File: src/rtl/qdrain_pkg.sv
package qdrain_pkg;
  localparam int QD_NQ = 8;
  localparam int QD_DW = 17;
  localparam int QD_CW = 10;

  typedef enum logic {
    MODE_ROTATE  = 1'b0,
    MODE_FULLEST = 1'b1
  } qd_mode_e;
endpackage

File: src/rtl/qdrain_rotor.sv
module qdrain_rotor #(
  parameter int NQ = 8,
  parameter int PW = $clog2(NQ)
) (
  input  logic          clk,
  input  logic          rst,
  output logic [PW-1:0] ptr
);
  localparam logic [PW-1:0] LAST = PW'(NQ - 1);

  always_ff @(posedge clk) begin
    if (rst)
      ptr <= '0;
    else if (ptr == LAST)
      ptr <= '0;
    else
      ptr <= ptr + 1'b1;
  end
endmodule

File: src/rtl/qdrain_load_sum.sv
module qdrain_load_sum #(
  parameter int NQ = 8,
  parameter int CW = 10,
  parameter int SW = CW + $clog2(NQ)
) (
  input  logic [NQ*CW-1:0] counts,
  output logic [SW-1:0]    total
);
  always_comb begin
    total = '0;
    for (int i = 0; i < NQ; i++)
      total = total + {{(SW-CW){1'b0}}, counts[i*CW +: CW]};
  end
endmodule

File: src/rtl/qdrain_fullest.sv
module qdrain_fullest #(
  parameter int NQ = 8,
  parameter int CW = 10,
  parameter int PW = $clog2(NQ)
) (
  input  logic [NQ*CW-1:0] counts,
  output logic [PW-1:0]    idx
);
  logic [CW-1:0] best;

  always_comb begin
    best = counts[CW-1:0];
    idx  = '0;
    for (int i = 1; i < NQ; i++) begin
      if (counts[i*CW +: CW] > best) begin
        best = counts[i*CW +: CW];
        idx  = PW'(i);
      end
    end
  end
endmodule

File: src/rtl/qdrain_arbiter.sv
module qdrain_arbiter
  import qdrain_pkg::*;
#(
  parameter int NQ = QD_NQ,
  parameter int DW = QD_DW,
  parameter int CW = QD_CW,
  parameter int SW = CW + $clog2(NQ)
) (
  input  logic             clk,
  input  logic             rst,
  input  logic [SW-1:0]    thresh,
  input  logic [NQ-1:0]    q_empty,
  input  logic [NQ*CW-1:0] q_count,
  input  logic [NQ*DW-1:0] q_data,
  output logic [NQ-1:0]    q_rd,
  input  logic             out_full,
  output logic [DW-1:0]    out_data,
  output logic             out_wr
);
  localparam int PW = $clog2(NQ);

  logic [PW-1:0] rot_ptr;
  logic [PW-1:0] max_idx;
  logic [PW-1:0] sel;
  logic [SW-1:0] backlog;
  qd_mode_e      mode;
  logic          go;

  qdrain_rotor #(.NQ(NQ), .PW(PW)) u_rotor (
    .clk (clk),
    .rst (rst),
    .ptr (rot_ptr)
  );

  qdrain_load_sum #(.NQ(NQ), .CW(CW), .SW(SW)) u_sum (
    .counts (q_count),
    .total  (backlog)
  );

  qdrain_fullest #(.NQ(NQ), .CW(CW), .PW(PW)) u_fullest (
    .counts (q_count),
    .idx    (max_idx)
  );

  assign mode = (backlog > thresh) ? MODE_FULLEST : MODE_ROTATE;
  assign sel  = (mode == MODE_FULLEST) ? max_idx : rot_ptr;
  assign go   = !q_empty[sel] && !out_full;

  generate
    for (genvar g = 0; g < NQ; g++) begin : g_rd
      assign q_rd[g] = go && (sel == PW'(g));
    end
  endgenerate

  assign out_wr   = go;
  assign out_data = go ? q_data[int'(sel)*DW +: DW] : '0;
endmodule

File: config.mk
export PLATFORM = sky130hd
export DESIGN_NAME = qdrain_arbiter
export DESIGN_NICKNAME = d
export VERILOG_FILES = /design/src/rtl/qdrain_pkg.sv /design/src/rtl/qdrain_rotor.sv /design/src/rtl/qdrain_load_sum.sv /design/src/rtl/qdrain_fullest.sv /design/src/rtl/qdrain_arbiter.sv
export SDC_FILE = /design/constraint.sdc
export NUM_CORES = 1
export LEC_CHECK = 0
export ABC_AREA = 1
export ABC_CLOCK_PERIOD_IN_PS = 18220
export BUFFER_PORTS_ARGS = -buffer_cell sky130_fd_sc_hd__buf_2
export CAP_MARGIN = 10
export CORE_ASPECT_RATIO = 0.7
export CORE_UTILIZATION = 35
export CTS_CLUSTER_SIZE = 24
export DETAILED_ROUTE_END_ITERATION = 8
export GPL_TIMING_DRIVEN = 0
export PLACE_DENSITY_LB_ADDON = 0.12
export SETUP_SLACK_MARGIN = 0.05
export SYNTH_ARGS = -nofsm -noshare
export SYNTH_HDL_FRONTEND = slang
export SYNTH_SLANG_ARGS = --single-unit
File: constraint.sdc
create_clock -name clk -period 18.22 [get_ports clk]
set_input_delay 2.733 -clock clk [delete_from_list [all_inputs] [get_ports clk]]
set_output_delay 2.733 -clock clk [all_outputs]
set_load 0.005 [all_outputs]
==> summary.txt, run 1 <==
Outcome
  – Status: complete, no violations

Yosys
  – Synth cell types: 42
  – Area leader, netlist: ha_1
  – Register area share after synthesis: 0.008674
  – Post-Syn Nets: 1523
  – Ys async rst share: 0
  – Main flop type after synthesis: dfxtp_1
  – Post-synth top area share: 0.1952
  – Synth area leaders: ha_1 20%, nand2_1 19%, fa_1 14%
  – Syn Area/Cell: 6.149 µm²
  – Post-synth EDFFs: 0
  – Seq cells post-synth: 3
  – Yosys Warn Count: 0
  – Cells after synthesis: 1126
  – Mapped Area: 6924 µm²

Clock network
  – Post-CTS Hold Fix Bufs: 0
  – Worst-path clk slew: 30 ps
  – H-Tree Level Count: 1
  – Worst-skew pair later-pin latency: 220 ps
  – Max clock buf depth: 2
  – Sink Count: 3
  – Root buffer cell: clkbuf_16
  – CTS tree: done
  – TritonCTS buffer count: 3

Min path
  – Hold path start: u_rotor.ptr[0]
  – Hold path depth: 1
  – Hold Path Class: flip-flop to flip-flop
  – Worst Hold Endpoint: u_rotor.ptr[0]

Setup path
  – WS Path Type: primary input to output port
  – Startpoint types: primary input
  – Slowest CP cell: o311ai_2
  – Crit Path Max Fanout: 10
  – Critical Path RT: 15490 ps
  – Critical path endpoint category: output port
  – FF-to-FF setup slack: 17070 ps
  – Critical path arrival: 14750 ps
  – R2R depth: 4
  – FF-to-FF End: u_rotor.ptr[2]
  – R2R Path Start: u_rotor.ptr[0]
  – CP dominant cell by count: nand2_1
  – Max incr delay on CP: 360 ps

Layout
  – Largest Register: u_rotor.ptr
  – # nets final: 1809
  – Most common cell after layout, fill and taps aside: nand2_1
  – Area growth, synth to finish: 31.80%
  – Commonest cells after routing, fill and taps aside: 336 x nand2_1, 267 x buf_2, 208 x inv_1
  – Share of layout cells above drive strength 1: 0.2991
  – Final Util: 0.4771
  – Largest register FFs: 3
  – Largest regs: u_rotor.ptr (3)
  – Fill cells: 2104

GRT
  – Total track usage: 0.2374
  – First-pass GRT wire length: 37.56 mm
  – M3 GR Usage: 0.02573
  – Met2 usage: 0.3148
  – Grt total ovfl: 0
  – Largest net degree at the start of global routing: 14
  – Gr busiest metal: met1
  – Number of global-route vias before repair: 6986
  – Initial antenna violation count: 3
  – Met1 usage: 0.4064

Die
  – Die area: 20360 µm²
  – Std cell rows: 42
  – Initial Util: 0.3620
  – Top Ports: 266
  – Die height: 119.7 µm
  – Core area: 19130 µm²
  – Die width: 170.1 µm

Timing
  – Final Hold Viols: 0
  – TNS Setup: 0 ps
  – Max Slew Vio Count: 0
  – Worst Tran Pin Value: 501.0 ps
  – Hold slack final: 442.1 ps
  – Skew final: 1.648 ps
  – Worst setup margin: 740.3 ps
  – Final setup vio count: 0
  – Fmax: 57.21 MHz
  – Slew margin rel.: 0.6660
  – Final min period: 17480 ps
  – Final period utilization: 0.9594

Route
  – Average wire per standard cell: 14.85 µm
  – Via count: 7914
  – Routed wire length: 24.91 mm
  – Drt first-iter violations: 540
  – DRC violations left: 0
  – Drt pass-1 iters: 5
  – Via/cell ratio: 4.716
  – Antenna-violating nets left: 0

Placed design
  – Placer congestion estimate: 0.9578
  – Setup WS pre-CTS: -2395 ps
  – HPWL Detailed: 22.14 mm
  – PortBufs: 265

Run
  – Max-capacitance violation count: 0
[metal layers]
layer,wire length (µm),share of wire
met1,13690,0.55
met2,9314,0.37
met3,1787,0.072
met4,95,0.0038
met5,25,0.0010
[cell type report]
cell class | instances | area, µm² | area share
Tap cell | 264 | 330.3 | 0.03619
Multi-Input combinational cell | 873 | 6003 | 0.6578
Buffer | 39 | 392.9 | 0.04305
Clock buffer | 4 | 78.83 | 0.008637
Timing Repair Buffer | 281 | 1459 | 0.1599
Antenna cell | 3 | 7.507 | 0.0008226
Inverter | 211 | 794.5 | 0.08706
Sequential cell | 3 | 60.06 | 0.006581
[cell usage after synthesis (3+ instances only)]
master	n
nand2_1	345
inv_1	209
ha_1	108
nor2_1	60
o21ai_0	60
o21ai_1	60
fa_1	49
a21oi_1	41
nand2_2	28
nand3_1	24
o21ai_2	18
clkbuf_1	16
nand2_4	13
nand4_1	10
xor2_1	10
o21bai_1	8
xnor2_1	8
buf_2	5
buf_4	5
buf_6	5
a21o_1	4
buf_1	3
buf_12	3
dfxtp_1	3
nand3_2	3
nand3b_1	3
o21a_1	3
or2_2	3
[worst max-delay path: cells and delay by family]
family	cells	cell delay, ps
AOI/OAI and AO/OA	18	2670
and+or+nand+nor	53	4910
buffers and inverters	18	2250
adders and majority gates	7	2120
[worst max path at each step]
stage	startpoint	endpoint	slack, ps
CTS	q_count[9]	out_data[9]	60
global placement	q_count[8]	out_data[14]	-2330
global route	q_count[3]	out_data[15]	-90
floorplan	q_count[8]	out_data[0]	1890
finish	q_count[3]	out_data[7]	740
detailed placement	q_count[8]	out_data[14]	-2400
[stage by stage]
stage,cells,cell area [µm²]
floorplan,1126,6924
global placement,1655,8581
detailed placement,1655,8581
CTS,1658,8752
global route,1677,9124
finish,1678,9126
[logic make-up after synthesis]
family / Yosys count / synth area share
and+or+nand+nor: 494 / 0.3081
buffers and inverters: 251 / 0.1559
AOI/OAI and AO/OA: 203 / 0.1677
adders and majority gates: 157 / 0.3368
xor gates and xnor gates: 18 / 0.02277
DFF: 3 / 0.008674
[timing repair]
| action | CTS | global route |
|---|---|---|
| cloned | 0 | 1 |
| endpoints found under the setup margin | 26 | 26 |
| pin swaps | 0 | 25 |
| resized for setup | 37 | 71 |
| setup buffers | 0 | 16 |
Power of run 1 is not shown: default switching activity piles up to over one toggle a cycle in this logic, so the estimate is an artifact.
==> inputs of run 2 (changes only) <==
--- a/config.mk
+++ b/config.mk
@@ -10,7 +10,7 @@
 export BUFFER_PORTS_ARGS = -buffer_cell sky130_fd_sc_hd__buf_2
 export CAP_MARGIN = 10
 export CORE_ASPECT_RATIO = 0.7
-export CORE_UTILIZATION = 35
+export CORE_UTILIZATION = 30
 export CTS_CLUSTER_SIZE = 24
 export DETAILED_ROUTE_END_ITERATION = 8
 export GPL_TIMING_DRIVEN = 0
==> summary.txt, run 2 (synthesized netlist as in run 1, its figures left out) <==
Setup path
  – Slowest CP cell: o311ai_2 (unchanged)
  – Startpoint types: primary input (unchanged)
  – WS Path Type: primary input to output port (unchanged)
  – Crit Path Max Fanout: 12 (was 10)
  – Critical path endpoint category: output port (unchanged)
  – CP dominant cell by count: nand2_1 (unchanged)
  – Max incr delay on CP: 380 ps (was 360 ps)
  – Critical path arrival: 14480 ps (was 14750 ps)
  – Critical Path RT: 15490 ps (about the same)

Timing
  – Final setup vio count: 0 (unchanged)
  – RSZ-0062 raised after global routing: no
  – Final Hold Viols: 0 (unchanged)
  – Final min period: 17220 ps (was 17480 ps)
  – Worst Tran Pin Value: 554.7 ps (was 501.0 ps)
  – Worst setup margin: 1003 ps (was 740.3 ps)
  – Max Slew Vio Count: 0 (unchanged)
  – Skew final: 1.925 ps (was 1.648 ps)
  – Final period utilization: 0.9449 (was 0.9594)
  – Slew margin rel.: 0.6302 (was 0.6660)
  – Fmax: 58.08 MHz (was 57.21 MHz)

Die
  – Die area: 23700 µm² (was 20360 µm²)
  – Top Ports: 266 (unchanged)
  – Core area: 22620 µm² (was 19130 µm²)
  – Die height: 129.1 µm (was 119.7 µm)
  – Std cell rows: 46 (was 42)
  – Initial Util: 0.3061 (was 0.3620)
  – Die width: 183.6 µm (was 170.1 µm)

Route
  – Drt first-iter violations: 467 (was 540)
  – Drt pass-1 iters: 5 (unchanged)
  – DRC violations left: 0 (unchanged)
  – Via/cell ratio: 4.502 (was 4.716)
  – Antenna-violating nets left: 0 (unchanged)
  – Via count: 7725 (was 7914)
  – Routed wire length: 25.20 mm (was 24.91 mm)
  – Average wire per standard cell: 14.69 µm (was 14.85 µm)

Min path
  – Hold Path Class: flip-flop to flip-flop (unchanged)

GRT
  – Number of global-route vias before repair: 6657 (was 6986)
  – Grt total ovfl: 0 (unchanged)
  – Largest net degree at the start of global routing: 13 (was 14)
  – Initial antenna violation count: 1 (was 3)
  – First-pass GRT wire length: 36.87 mm (was 37.56 mm)
  – Total track usage: 0.2012 (was 0.2374)

Placed design
  – Placer congestion estimate: 0.9607 (was 0.9578)
  – PortBufs: 265 (unchanged)
  – HPWL Detailed: 22.63 mm (was 22.14 mm)
  – Setup WS pre-CTS: -2043 ps (was -2395 ps)
  – Dpl cells: 1703 (was 1655)

Clock network
  – Root buffer cell: clkbuf_16 (unchanged)
  – Post-CTS Hold Fix Bufs: 0 (unchanged)
  – H-Tree Level Count: 1 (unchanged)
  – Max clock buf depth: 2 (unchanged)
  – Worst-path clk slew: 30 ps (about the same)
  – Sink Count: 3 (unchanged)
  – CTS tree: done (unchanged)
  – Worst-skew pair later-pin latency: 230 ps (was 220 ps)
  – TritonCTS buffer count: 3 (unchanged)

Layout
  – # nets final: 1801 (was 1809)
  – Non-filler instance count after layout: 1716 (was 1678)
  – Most common cell after layout, fill and taps aside: nand2_1 (unchanged)
  – Area growth, synth to finish: 30.77% (was 31.80%)
  – Commonest cells after routing, fill and taps aside: 340 x nand2_1, 268 x buf_2, 208 x inv_1 (was 336 x nand2_1, 267 x buf_2, 208 x inv_1)
  – Largest Register: u_rotor.ptr (unchanged)
  – Fill cells: 2513 (was 2104)
  – Reg area: 60.06 µm² (unchanged)
  – Largest register FFs: 3 (unchanged)
  – Area of the multi-input gates: 5971 µm² (was 6003 µm²)
  – Largest regs: u_rotor.ptr (3) (unchanged)
  – Share of layout cells above drive strength 1: 0.2894 (was 0.2991)

Run
  – Max-capacitance violation count: 0 (unchanged)

Outcome
  – Status: complete, no violations (unchanged)
-- run 2: final cells by class --
type,instances,share of cell area
multi-input cells,873,0.6594
inverters,211,0.08774
well taps,312,0.04311
flip-flops and latches,3,0.006633
repair buffers,274,0.1559
plain buffers,38,0.03828
diodes,1,0.0002764
clock buffers,4,0.008705
-- run 2: through the flow --
stage               instance area (µm²)  setup TNS (ps)  utilization  hold slack (ps)
floorplan                          6924               0            -            410.6
global placement                   8641          -46550       0.3820            428.8
detailed placement                 8641          -48400       0.3820            434.7
CTS                                8756               0       0.3871            442.5
global route                       9055               0       0.4003            454.1
finish                             9055               0       0.4003            441.7
-- run 2: worst paths after layout --
kind	startpoint	cells after the start	to	slack [ps]
setup / recovery	q_count[8]	91	out_data[14]	1000
hold / removal	u_rotor.ptr[0]	1	u_rotor.ptr[0]	440
setup reg to reg	u_rotor.ptr[0]	4	u_rotor.ptr[1]	17080
hold reg to reg	u_rotor.ptr[0]	1	u_rotor.ptr[0]	440
-- run 2: what timing repair did --
item | CTS | global route
resized for setup | 22 | 63
setup buffers | 0 | 8
gates cloned | 0 | 2
pin swaps | 0 | 13
setup endpoints to repair | 26 | 26
-- run 2: metal layers --
metal / part of all wire / up-vias / global-route usage
met1: 0.57 / 3455 / 0.3503
li1: - / 4076 / -
met4: 0.0012 / 0 / 0.01078
met3: 0.048 / 4 / 0.01321
met5: 0 / - / 0
met2: 0.38 / 190 / 0.2658
-- run 2: worst max-delay path, delay by kind of cell --
family	cells	cell delay (ps)
and+or+nand+nor	49	4790
AOI/OAI and AO/OA	19	2700
adders and majority gates	7	2150
buffers and inverters	16	2100
Power of run 2 is left out for the same reason.
==> inputs of run 3 (changes only) <==
--- a/config.mk
+++ b/config.mk
@@ -7,12 +7,12 @@
 export LEC_CHECK = 0
 export ABC_AREA = 1
 export ABC_CLOCK_PERIOD_IN_PS = 18220
-export BUFFER_PORTS_ARGS = -buffer_cell sky130_fd_sc_hd__buf_2
 export CAP_MARGIN = 10
 export CORE_ASPECT_RATIO = 0.7
 export CORE_UTILIZATION = 30
 export CTS_CLUSTER_SIZE = 24
 export DETAILED_ROUTE_END_ITERATION = 8
+export DONT_BUFFER_PORTS = 1
 export GPL_TIMING_DRIVEN = 0
 export PLACE_DENSITY_LB_ADDON = 0.12
 export SETUP_SLACK_MARGIN = 0.05
==> summary.txt, run 3 (synthesized netlist as in run 1, its figures left out) <==
Outcome
  – Status: complete, no violations (unchanged)

Layout
  – Largest Register: u_rotor.ptr (unchanged)
  – Share of layout cells above drive strength 1: 0.1252 (was 0.2894)
  – Commonest cells after routing, fill and taps aside: 342 x nand2_1, 208 x inv_1, 100 x ha_1 (was 340 x nand2_1, 268 x buf_2, 208 x inv_1)
  – Area of the multi-input gates: 5984 µm² (was 5971 µm²)
  – Largest register FFs: 3 (unchanged)
  – # nets final: 1532 (was 1801)
  – Area growth, synth to finish: 11.40% (was 30.77%)
  – Antenna Cells: 0 (was 1)
  – Reg area: 60.06 µm² (unchanged)
  – Fill cells: 2586 (was 2513)
  – Most common cell after layout, fill and taps aside: nand2_1 (unchanged)
  – Fin area: 7714 µm² (was 9055 µm²)
  – Largest regs: u_rotor.ptr (3) (unchanged)

Die
  – Top Ports: 266 (unchanged)
  – Die area: 23700 µm² (unchanged)
  – Core area: 22620 µm² (unchanged)
  – Die width: 183.6 µm (unchanged)
  – Std cell rows: 46 (unchanged)
  – Initial Util: 0.3061 (unchanged)
  – Die height: 129.1 µm (unchanged)

Route
  – Average wire per standard cell: 16.67 µm (was 14.69 µm)
  – Via count: 6830 (was 7725)
  – Drt pass-1 iters: 5 (unchanged)
  – Drt first-iter violations: 376 (was 467)
  – DRC violations left: 0 (unchanged)
  – Via/cell ratio: 4.723 (was 4.502)
  – Antenna-violating nets left: 0 (unchanged)
  – Routed wire length: 24.11 mm (was 25.20 mm)

Setup path
  – Startpoint types: primary input (unchanged)
  – Critical path arrival: 14350 ps (was 14480 ps)
  – Max incr delay on CP: 390 ps (was 380 ps)
  – Slowest CP cell: o311ai_2 (unchanged)
  – CP dominant cell by count: nand2_1 (unchanged)
  – WS Path Type: primary input to output port (unchanged)
  – Crit Path Max Fanout: 12 (unchanged)
  – Critical path endpoint category: output port (unchanged)
  – Critical Path RT: 15490 ps (about the same)

Timing
  – Max Slew Vio Count: 0 (unchanged)
  – Final period utilization: 0.9375 (was 0.9449)
  – Worst setup margin: 1138 ps (was 1003 ps)
  – Hold slack final: 437.3 ps (was 441.7 ps)
  – Skew final: 0.8671 ps (was 1.925 ps)
  – Final Hold Viols: 0 (unchanged)
  – Slew margin rel.: 0.6529 (was 0.6302)
  – Final min period: 17080 ps (was 17220 ps)
  – Fmax: 58.54 MHz (was 58.08 MHz)
  – Final setup vio count: 0 (unchanged)
  – Worst Tran Pin Value: 515.2 ps (was 554.7 ps)

Clock network
  – Max clock buf depth: 2 (unchanged)
  – CTS tree: done (unchanged)
  – Worst-skew pair later-pin latency: 220 ps (was 230 ps)
  – Worst-path clk slew: 30 ps (about the same)
  – Root buffer cell: clkbuf_16 (unchanged)
  – Post-CTS Hold Fix Bufs: 0 (unchanged)
  – H-Tree Level Count: 1 (unchanged)
  – TritonCTS buffer count: 3 (unchanged)
  – Sink Count: 3 (unchanged)

GRT
  – Largest net degree at the start of global routing: 13 (unchanged)
  – Total track usage: 0.1947 (was 0.2012)
  – Number of global-route vias before repair: 6120 (was 6657)
  – Initial antenna violation count: 0 (was 1)
  – First-pass GRT wire length: 35.45 mm (was 36.87 mm)
  – Grt total ovfl: 0 (unchanged)

Placed design
  – HPWL Detailed: 21.96 mm (was 22.63 mm)
  – PortBufs: 0 (was 265)
  – Placer congestion estimate: 0.9184 (was 0.9607)
  – Post-DP Area: 7315 µm² (was 8641 µm²)
  – Setup WS pre-CTS: -1970 ps (was -2043 ps)

Min path
  – Hold Path Class: flip-flop to flip-flop (unchanged)

Run
  – Max-capacitance violation count: 0 (unchanged)
==> run 3: timing repair <==
| item | in CTS | in global routing |
|---|---|---|
| pin swaps | 0 | 9 |
| buffers inserted | 0 | 4 |
| resized for setup | 15 | 87 |
| endpoints found under the setup margin | 26 | 26 |
| cloned | 0 | 2 |
==> run 3: final cells by class <==
type                       count  area share
tap                          312     0.05061
timing repair buffer           5    0.007137
buffer                        38     0.04542
inverter                     211      0.1030
clock buffer                   4     0.01022
multi-input combinational    873      0.7758
sequential                     3    0.007786
==> run 3: per-stage QoR <==
stage | instances | setup TNS [ps] | utilization
floorplan | 1126 | 0 | -
global placement | 1438 | -44940 | 0.3234
detailed placement | 1438 | -47080 | 0.3234
CTS | 1440 | 0 | 0.3277
global route | 1446 | -5.006 | 0.3410
finish | 1446 | 0 | 0.3410
==> run 3: critical path, delay by kind of cell <==
kind | cells | cell delay [ps]
and+or+nand+nor | 52 | 4940
AOI/OAI and AO/OA | 19 | 2690
adders and majority gates | 7 | 2160
buffers and inverters | 13 | 1750
==> run 3: path summary, 6_finish.rpt <==
check                  from             end  slack, ps  depth (start not counted)
min          u_rotor.ptr[0]  u_rotor.ptr[0]        440                          1
max reg2reg  u_rotor.ptr[0]  u_rotor.ptr[2]      17070                          4
min reg2reg  u_rotor.ptr[0]  u_rotor.ptr[0]        440                          1
max              q_count[8]     out_data[9]       1140                         91
==> run 3: per-layer routing <==
metal,share of wire,routed length (µm),global-route usage
met3,0.062,1505,0.03260
met2,0.38,9130,0.2585
met5,0,0,0
met4,0.0010,24,0.006373
met1,0.56,13450,0.3270
Power of run 3 is left out for the same reason.
